<file path="src/rtl/mem_sched.sv">
module mem_sched #(
  parameter int ADDR_W   = 32,
  parameter int DATA_W   = 64,
  parameter int TAG_W    = 4,
  parameter int QDEPTH   = 8,
  parameter int NBANK    = 4,
  parameter int BANK_LSB = 4,
  parameter int LINE_LSB = 6,
  parameter int BUSY_CYC = 4
) (
  input  logic                         clk,
  input  logic                         rst_n,
  input  logic                         req_valid,
  input  logic                         req_we,
  input  logic                         req_coh,
  input  logic [ADDR_W-1:0]            req_addr,
  input  logic [DATA_W-1:0]            req_wdata,
  output logic                         rsp_accept,
  output logic                         rsp_retry,
  output logic [TAG_W-1:0]             rsp_tag,
  output logic                         cmd_valid,
  output logic                         cmd_we,
  output logic [$clog2(NBANK)-1:0]     cmd_bank,
  output logic [ADDR_W-1:0]            cmd_addr,
  output logic [DATA_W-1:0]            cmd_wdata,
  output logic [TAG_W-1:0]             cmd_tag,
  output logic [NBANK-1:0]             bank_busy,
  input  logic                         dram_rvalid,
  input  logic [TAG_W-1:0]             dram_rtag,
  input  logic [DATA_W-1:0]            dram_rdata,
  output logic                         cpl_valid,
  input  logic                         cpl_ready,
  output logic [TAG_W-1:0]             cpl_tag,
  output logic [DATA_W-1:0]            cpl_data
);
  localparam int NTAG   = 1 << TAG_W;
  localparam int BANK_W = $clog2(NBANK);
  localparam int IDX_W  = $clog2(QDEPTH);
  localparam int CNT_W  = $clog2(QDEPTH + 1);
  localparam int BC_W   = $clog2(BUSY_CYC + 1);
  localparam int LINE_W = ADDR_W - LINE_LSB;

  typedef struct packed {
    logic              we;
    logic [ADDR_W-1:0] addr;
    logic [DATA_W-1:0] wdata;
    logic [TAG_W-1:0]  tag;
  } qent_t;

  qent_t              q [QDEPTH];
  logic [CNT_W-1:0]   q_cnt;
  logic [NTAG-1:0]    t_busy, t_rdy;
  logic [LINE_W-1:0]  t_line [NTAG];
  logic [DATA_W-1:0]  t_data [NTAG];

  logic               pick_ok, tag_ok, conflict, q_full, cpl_fire;
  logic [IDX_W-1:0]   pick;
  logic [TAG_W-1:0]   ftag, sel;
  logic [NTAG-1:0]    cand;
  logic [CNT_W-1:0]   wr_idx;

  always_comb begin
    pick_ok = 1'b0;
    pick    = '0;
    for (int i = QDEPTH - 1; i >= 0; i--)
      if (CNT_W'(i) < q_cnt && !bank_busy[q[i].addr[BANK_LSB +: BANK_W]]) begin
        pick_ok = 1'b1;
        pick    = IDX_W'(i);
      end
  end

  always_comb begin
    tag_ok   = 1'b0;
    ftag     = '0;
    conflict = 1'b0;
    for (int t = NTAG - 1; t >= 0; t--) begin
      if (!t_busy[t]) begin
        tag_ok = 1'b1;
        ftag   = TAG_W'(t);
      end
      if (t_busy[t] && t_line[t] == req_addr[ADDR_W-1:LINE_LSB]) conflict = 1'b1;
    end
  end

  assign q_full     = (q_cnt == CNT_W'(QDEPTH));
  assign rsp_accept = req_valid && !q_full && (req_we ? !(req_coh && conflict) : tag_ok);
  assign rsp_retry  = req_valid && !rsp_accept;
  assign rsp_tag    = req_we ? '0 : ftag;

  assign cmd_valid  = pick_ok;
  assign cmd_we     = q[pick].we;
  assign cmd_addr   = q[pick].addr;
  assign cmd_wdata  = q[pick].wdata;
  assign cmd_tag    = q[pick].tag;
  assign cmd_bank   = q[pick].addr[BANK_LSB +: BANK_W];

  assign wr_idx = q_cnt - CNT_W'(cmd_valid);

  always_ff @(posedge clk) begin
    if (!rst_n) begin
      q_cnt <= '0;
    end else begin
      for (int i = 0; i < QDEPTH - 1; i++)
        if (cmd_valid && i >= int'(pick)) q[i] <= q[i+1];
      if (rsp_accept)
        q[IDX_W'(wr_idx)] <= '{we: req_we, addr: req_addr, wdata: req_wdata, tag: rsp_tag};
      q_cnt <= q_cnt + CNT_W'(rsp_accept) - CNT_W'(cmd_valid);
    end
  end

  for (genvar b = 0; b < NBANK; b++) begin : g_bank
    logic [BC_W-1:0] bcnt;
    always_ff @(posedge clk) begin
      if (!rst_n)                                    bcnt <= '0;
      else if (cmd_valid && cmd_bank == BANK_W'(b))  bcnt <= BC_W'(BUSY_CYC);
      else if (bcnt != '0)                           bcnt <= bcnt - 1'b1;
    end
    assign bank_busy[b] = (bcnt != '0);
  end

  assign cpl_fire = cpl_valid && cpl_ready;

  always_ff @(posedge clk) begin
    if (!rst_n) begin
      t_busy <= '0;
      t_rdy  <= '0;
    end else begin
      if (rsp_accept && !req_we) begin
        t_busy[ftag] <= 1'b1;
        t_line[ftag] <= req_addr[ADDR_W-1:LINE_LSB];
      end
      if (dram_rvalid) begin
        t_rdy[dram_rtag]  <= 1'b1;
        t_data[dram_rtag] <= dram_rdata;
      end
      if (cpl_fire) begin
        t_busy[cpl_tag] <= 1'b0;
        t_rdy[cpl_tag]  <= 1'b0;
      end
    end
  end

  assign cand = t_rdy & ~(cpl_valid ? (NTAG'(1) << cpl_tag) : NTAG'(0));

  always_comb begin
    sel = '0;
    for (int t = NTAG - 1; t >= 0; t--)
      if (cand[t]) sel = TAG_W'(t);
  end

  always_ff @(posedge clk) begin
    if (!rst_n) begin
      cpl_valid <= 1'b0;
      cpl_tag   <= '0;
    end else if (!cpl_valid || cpl_ready) begin
      cpl_valid <= (cand != '0);
      cpl_tag   <= sel;
    end
  end

  assign cpl_data = t_data[cpl_tag];

  assert_tag_claimed_R1: assert property (@(posedge clk) disable iff (!rst_n)
    rsp_accept && !req_we |=> t_busy[$past(rsp_tag)]);

  assert_queue_bound_R2: assert property (@(posedge clk) disable iff (!rst_n)
    q_cnt <= CNT_W'(QDEPTH));

  assert_bank_idle_R5: assert property (@(posedge clk) disable iff (!rst_n)
    cmd_valid |-> !bank_busy[cmd_bank]);

  assert_cpl_hold_R8: assert property (@(posedge clk) disable iff (!rst_n)
    cpl_valid && !cpl_ready |=> cpl_valid && $stable(cpl_tag) && $stable(cpl_data));

  assert_cpl_live_R8: assert property (@(posedge clk) disable iff (!rst_n)
    cpl_valid |-> t_busy[cpl_tag] && t_rdy[cpl_tag]);

  assert_return_owned_R8: assert property (@(posedge clk) disable iff (!rst_n)
    dram_rvalid |-> t_busy[dram_rtag] && !t_rdy[dram_rtag]);
endmodule

</file>
<file path="config.mk">
export PLATFORM = sky130hd
export DESIGN_NAME = mem_sched
export DESIGN_NICKNAME = d
export VERILOG_FILES = /design/src/rtl/mem_sched.sv
export SDC_FILE = /design/constraint.sdc
export NUM_CORES = 2
export LEC_CHECK = 0
export BUFFER_PORTS_ARGS = -buffer_cell sky130_fd_sc_hd__buf_4
export CORE_AREA = 3 3 496 498
export CTS_BUF_LIST = sky130_fd_sc_hd__clkbuf_4 sky130_fd_sc_hd__clkbuf_8
export DETAILED_ROUTE_END_ITERATION = 10
export DIE_AREA = 0 0 499 501
export SYNTH_ARGS = -nofsm -noshare
export SYNTH_HDL_FRONTEND = slang
export SYNTH_SLANG_ARGS = --single-unit
export TNS_END_PERCENT = 1
</file>
<file path="constraint.sdc">
create_clock -name clk -period 18.75 [get_ports clk]
set_input_delay 3.75 -clock clk [delete_from_list [all_inputs] [get_ports clk]]
set_output_delay 3.75 -clock clk [all_outputs]
set_load 0.05 [all_outputs]
</file>
# == Word level (Yosys, flattened, before mapping) ==
# Memories as Yosys holds them, arrays and structs flattened. A register that Yosys moved wholly into a read port is not among the register bits.
# Cells that the tools add are included.
# totals
regBits,53
ramBits,2248
input_bits,171
output_inout_bits,183
word_cells,304
n_memories,3
# classes
addsub,7
order_cmp,29
eq_ne,20
shifts,1
n_mux,151
n_bitwise,8
n_reduce_logical,72
# memory_table
memory,depth,width,read_ports,rd_clocked_by_memory_dff,write_ports,line_no,text
t_data,16,64,1,1,1,54,logic [DATA_W-1:0] t_data [NTAG];
q,8,101,9,0,8,50,qent_t q [QDEPTH];
t_line,16,26,16,0,1,53,logic [LINE_W-1:0] t_line [NTAG];
# op_table
operator,n
$eq 26x26->1,16
$mux 4,35
$mux 16,7
$mux 1,82
$and 16x16->16,3
$mux 3,16
$logic_and 1x1->1,44
$not 16->16,2
$or 16x16->16,2
$lt 2x3->1 const B,8
$bmux 1 s2,8
$lt 3x4->1 const A,4
$reduce_bool 16->1,1
$shl 1x4->16 const A,1
$lt 4x5->1 const B,3
$logic_not 1->1,13
$demux 1 s4,3
$ge 4x1->1 const B,3
$reduce_bool 3->1,4
$sub 3x1->3 const B,4
$ge 3x3->1 const A,3
$lt 1x4->1 const A,2
$lt 2x4->1 const A,2
$reduce_bool 2->1,4
other kinds (12),18

# == Longest topological paths before layout ==
# depth
ltp_word,27
depth_mapped,20
depth_no_buf,16

# == Least setup slack after synthesis ==
# OpenSTA, ideal clock, no wires.
# synth_path
kind,input -> register
from,input req_addr[10]
to,"memory q[7][0] (netlist bit), enable pin"
setup_ns,0.808
t_arrival_ns,14.770
t_required_ns,17.942
path_slack_ns,3.172
path_stages,11
path_buffers,3
cell_sequence,buf_4 buf_4 xnor2_1 nand4_1 nor3_1 a22oi_1 nand4_1 o211ai_1 nand2_1 clkbuf_1 nor4_1
# synth_lines
item,line_no,text
from (decl),16,"input logic [ADDR_W-1:0] req_addr,"
to (decl),50,

# == Worst setup path in the final report ==
# layout_path
from,register g_bank[0].bcnt[0]
to,output cmd_wdata[30]
# layout_between
elab_chain_cells,14
elab_cells_between_ends,42
cone_classes,mux: 24; reduce/logical: 17; memory: 1
# layout_lines
item,line_no,text
from (decl),112,logic [BC_W-1:0] bcnt;
from (signal assigned),115,else if (cmd_valid && cmd_bank == BANK_W'(b)) bcnt <= BC_W'(BUSY_CYC);
from (signal assigned),116,else if (bcnt != '0) bcnt <= bcnt - 1'b1;
$reduce_bool 3->1 *,118,assign bank_busy[b] = (bcnt != '0);
$bmux 1 s2,66,if (CNT_W'(i) < q_cnt && !bank_busy[q[i].addr[BANK_LSB +: BANK_W]]) begin
$mux 1 (not written as such),66,
$logic_not 1->1,66,
$logic_and 1x1->1,66,
$mux 3 (7 in series),66,
$mux 3 *,66,
$mem_v2 8x101 *,n/a,
to (decl),25,"output logic [DATA_W-1:0] cmd_wdata,"
# Every way passes the cells marked *; elsewhere a longest branch is shown, timed or not. The select of a mux whose other input is x is not followed.

==> flow_summary.ini <==
[yosys]
synth.distinct_cells = 69
yosysWarnings = 0
synth_area_per_cell_um2 = 16.4
async_flop_share_pct = 0
synthTopCellsByArea = edfxtp_1 68%, mux4_2 7.5%, mux2_2 6.3%, xnor2_1 3.7%, nand2_1 3.2%
synthCells = 6045
ys_ff_latch = 2305
syn_area_um2 = 99000
yosysSeqAreaShare_pct = 69.3
synth_commonest_cells = 2248 x edfxtp_1, 841 x nand2_1, 551 x mux2_2
synth_ff_type = edfxtp_1
syn_nets = 6237
synth_largest_area_cell = edfxtp_1
synth_most_common_cell = edfxtp_1
yosysTopAreaCellShare_pct = 68.2
synth_edf_count = 2248

[worst_setup_path]
path_cells = inv_1, ha_1, ha_1, mux4_2, and3_1, o221a_2, o21ai_4, buf_12, buf_4, buf_4, nand2_1, a21oi_1, or4_1, buf_4
cp_data_required_time_ns = 15.00
crit_family = buffers and inverters
cp.arrival_ns = 7.36
crit_type = reg2out
crit_start = g_bank[0].bcnt[0]
cpMostUsedCell = buf_4
end_kind = output pin
r2r-start = g_bank[0].bcnt[0]
path_max_fanout = 203
worst-path-buf-inv = 5
cp-start-kind = flop
slowest_delay_ns = 1.01
crit_slowest_cell = buf_4

[clock_network]
clock_path_buffers = 4
path_clk_slew_ns = 0.05
cts-htree-levels = 5
cts_setup_buffers = 0
clock_sinks = 2305
clk-insertion-delay-late_ns = 1.07
postCtsHoldBufs = 0
cts_tree = yes
cts_resized = 0
cts_buffers = 396
cts_root_buffer = clkbuf_8

[finish]
fillCellCount = 20900
drive_gt1_share_pct = 29.4
nets = 6704
finalInstanceArea_um2 = 112000
fin_cells = 10000
syn2layout_area_growth_pct = 13.3

[grt]
met3_usage_pct = 3.15
grt_usage_pct = 20.4
overflow = 0
grt_pass1_vias = 56400
antenna_found_initial = 20
grt_use_met2_pct = 33.4
met1_usage_pct = 27.8
grt_max_degree = 205
grt.busiest_layer = met2
grt_pass1_wl_um = 380000

[timing]
fin_tns_setup_ns = 0
fin_crit_sh_pct = 59.2
setup-violations-final = 0
period_minus_slack_ns = 11.11
drv_slew = 0
rsz0062_at_grt = false
fin_worst_skew_ns = 0.106
fmax_mhz = 90.0
tightest_slew_ns = 1.34
hold_viol = 0
slew_headroom_pct = 10.4

[power]
finalPower_w = 0.0211
powerDensity_nw_per_um2 = 188
ir_drop_uv = 458
leakage_nw = 36.8

[drt]
vias = 55500
detail_route.iter0.violations = 4977
antenna_left = 0
wl_per_cell_um = 26.0
drc = 0
postRouteWirelength_um = 260000
drt_pass1_iterations = 6
vias_per_cell = 5.55

[floorplan]
dieHeight_um = 501
initial_core_util_pct = 40.8
die_w_um = 499
die_area_um2 = 250000
rows = 181
pin_count = 354
core_um2 = 243000

[worst_hold_path]
hold_path.class = reg2reg
hp-start = t_rdy[4]

[placed_design]
dpl_cell_area_um2 = 105000
io_buffer_count = 353
place.gp.congestion = 0.763
placed_cells = 9316
place_hpwl_um = 135000

[flow_run]
maxCapViolations = 0

[run_status]
run_status = completed
-- power breakdown --
part | total, W | internal (W) | switching, W
Sequential | 0.00754 | 0.00713 | 0.000415
Clock | 0.00438 | 0.00238 | 0.00200
Combinational | 0.00918 | 0.00267 | 0.00651
-- per-stage QoR --
stage | setup slack [ns] | hold WS [ns] | utilization (%)
6_report | 7.64 | 0.473 | 46.3
5_1_grt | 7.09 | 0.517 | 46.3
4_1_cts | 7.42 | 0.482 | 46.3
3_5_place_dp | 8.22 | 0.471 | 43.2
3_3_place_gp | 8.24 | 0.467 | 43.2
2_1_floorplan | 3.17 | 0.430 | -
-- flip-flops by register name, summed over array words and instances, names as in the netlist, named ones only --
name         count
cpl_tag          4
cpl_valid        1
g_bank.bcnt     12
q              808
q_cnt            4
t_busy          16
t_data        1024
t_line         416
t_rdy           16
-- kinds of logic (layout without fill, tap and decap cells) --
| group | Yosys count | after routing | share of synthesized area (%) |
|---|---|---|---|
| AO/OA/AOI/OAI | 556 | 556 | 3.05 |
| multiplexers | 1046 | 1046 | 15.6 |
| flip-flops | 2305 | 2305 | 69.3 |
| AND/OR/NAND/NOR | 1264 | 1264 | 5.74 |
| other | 0 | 11 | 0 |
| XOR/XNOR | 423 | 423 | 3.74 |
| adder cells (fa/ha/maj) | 22 | 22 | 0.283 |
| buffers and inverters | 429 | 1174 | 2.27 |
-- metal layers --
layer	share of wire [%]	wire length, um	up-vias
li1	-	-	24300
met2	48	126000	1972
met3	6.3	16300	481
met5	0.016	41	-
met4	3.1	8070	6
met1	42	109000	28800
-- final timing paths --
path              slack [ns]  cells past startpoint            end
setup / recovery        7.64                     14  cmd_wdata[30]
hold / removal          0.47                      2       t_rdy[4]
setup reg to reg       11.74                     15       q[2][70]
hold reg to reg         0.47                      2       t_rdy[4]
-- layout make-up --
| type | count | area, um^2 | share of cell area [%] |
|---|---|---|---|
| Antenna cell | 11 | 27.5 | 0.0245 |
| Clock buffer | 526 | 6460 | 5.75 |
| Clock inverter | 150 | 987 | 0.880 |
| Inverter | 44 | 165 | 0.147 |
| Multi-Input combinational cell | 3311 | 28500 | 25.4 |
| Sequential cell | 2305 | 68700 | 61.2 |
| Tap cell | 3202 | 4010 | 3.57 |
| Timing Repair Buffer | 454 | 3470 | 3.09 |
-- tightest hold or removal path: cells and delay by family, from the launching register on --
kind	cells	cell delay [ns]
compound gates	1	0.04
flops	1	0.33
simple gates	1	0.07
-- cells in the final DEF, fill, tap and decap left out, types with 38 or more instances in the layout --
master	synthesis	final
nand4_1	103	103
clkinv_1	1	88
buf_4	25	449
dfxtp_1	57	53
nand2_1	841	837
clkbuf_8	0	401
inv_1	43	43
mux2_2	551	551
clkinv_2	0	39
mux2_1	158	158
xnor2_1	419	419
a21oi_1	444	444
edfxtp_1	2248	2248
or4_1	98	98
mux4_2	328	328
nor2_1	93	65
clkbuf_4	0	125
o21ai_0	41	38
Power figures use the tool's default switching activity.
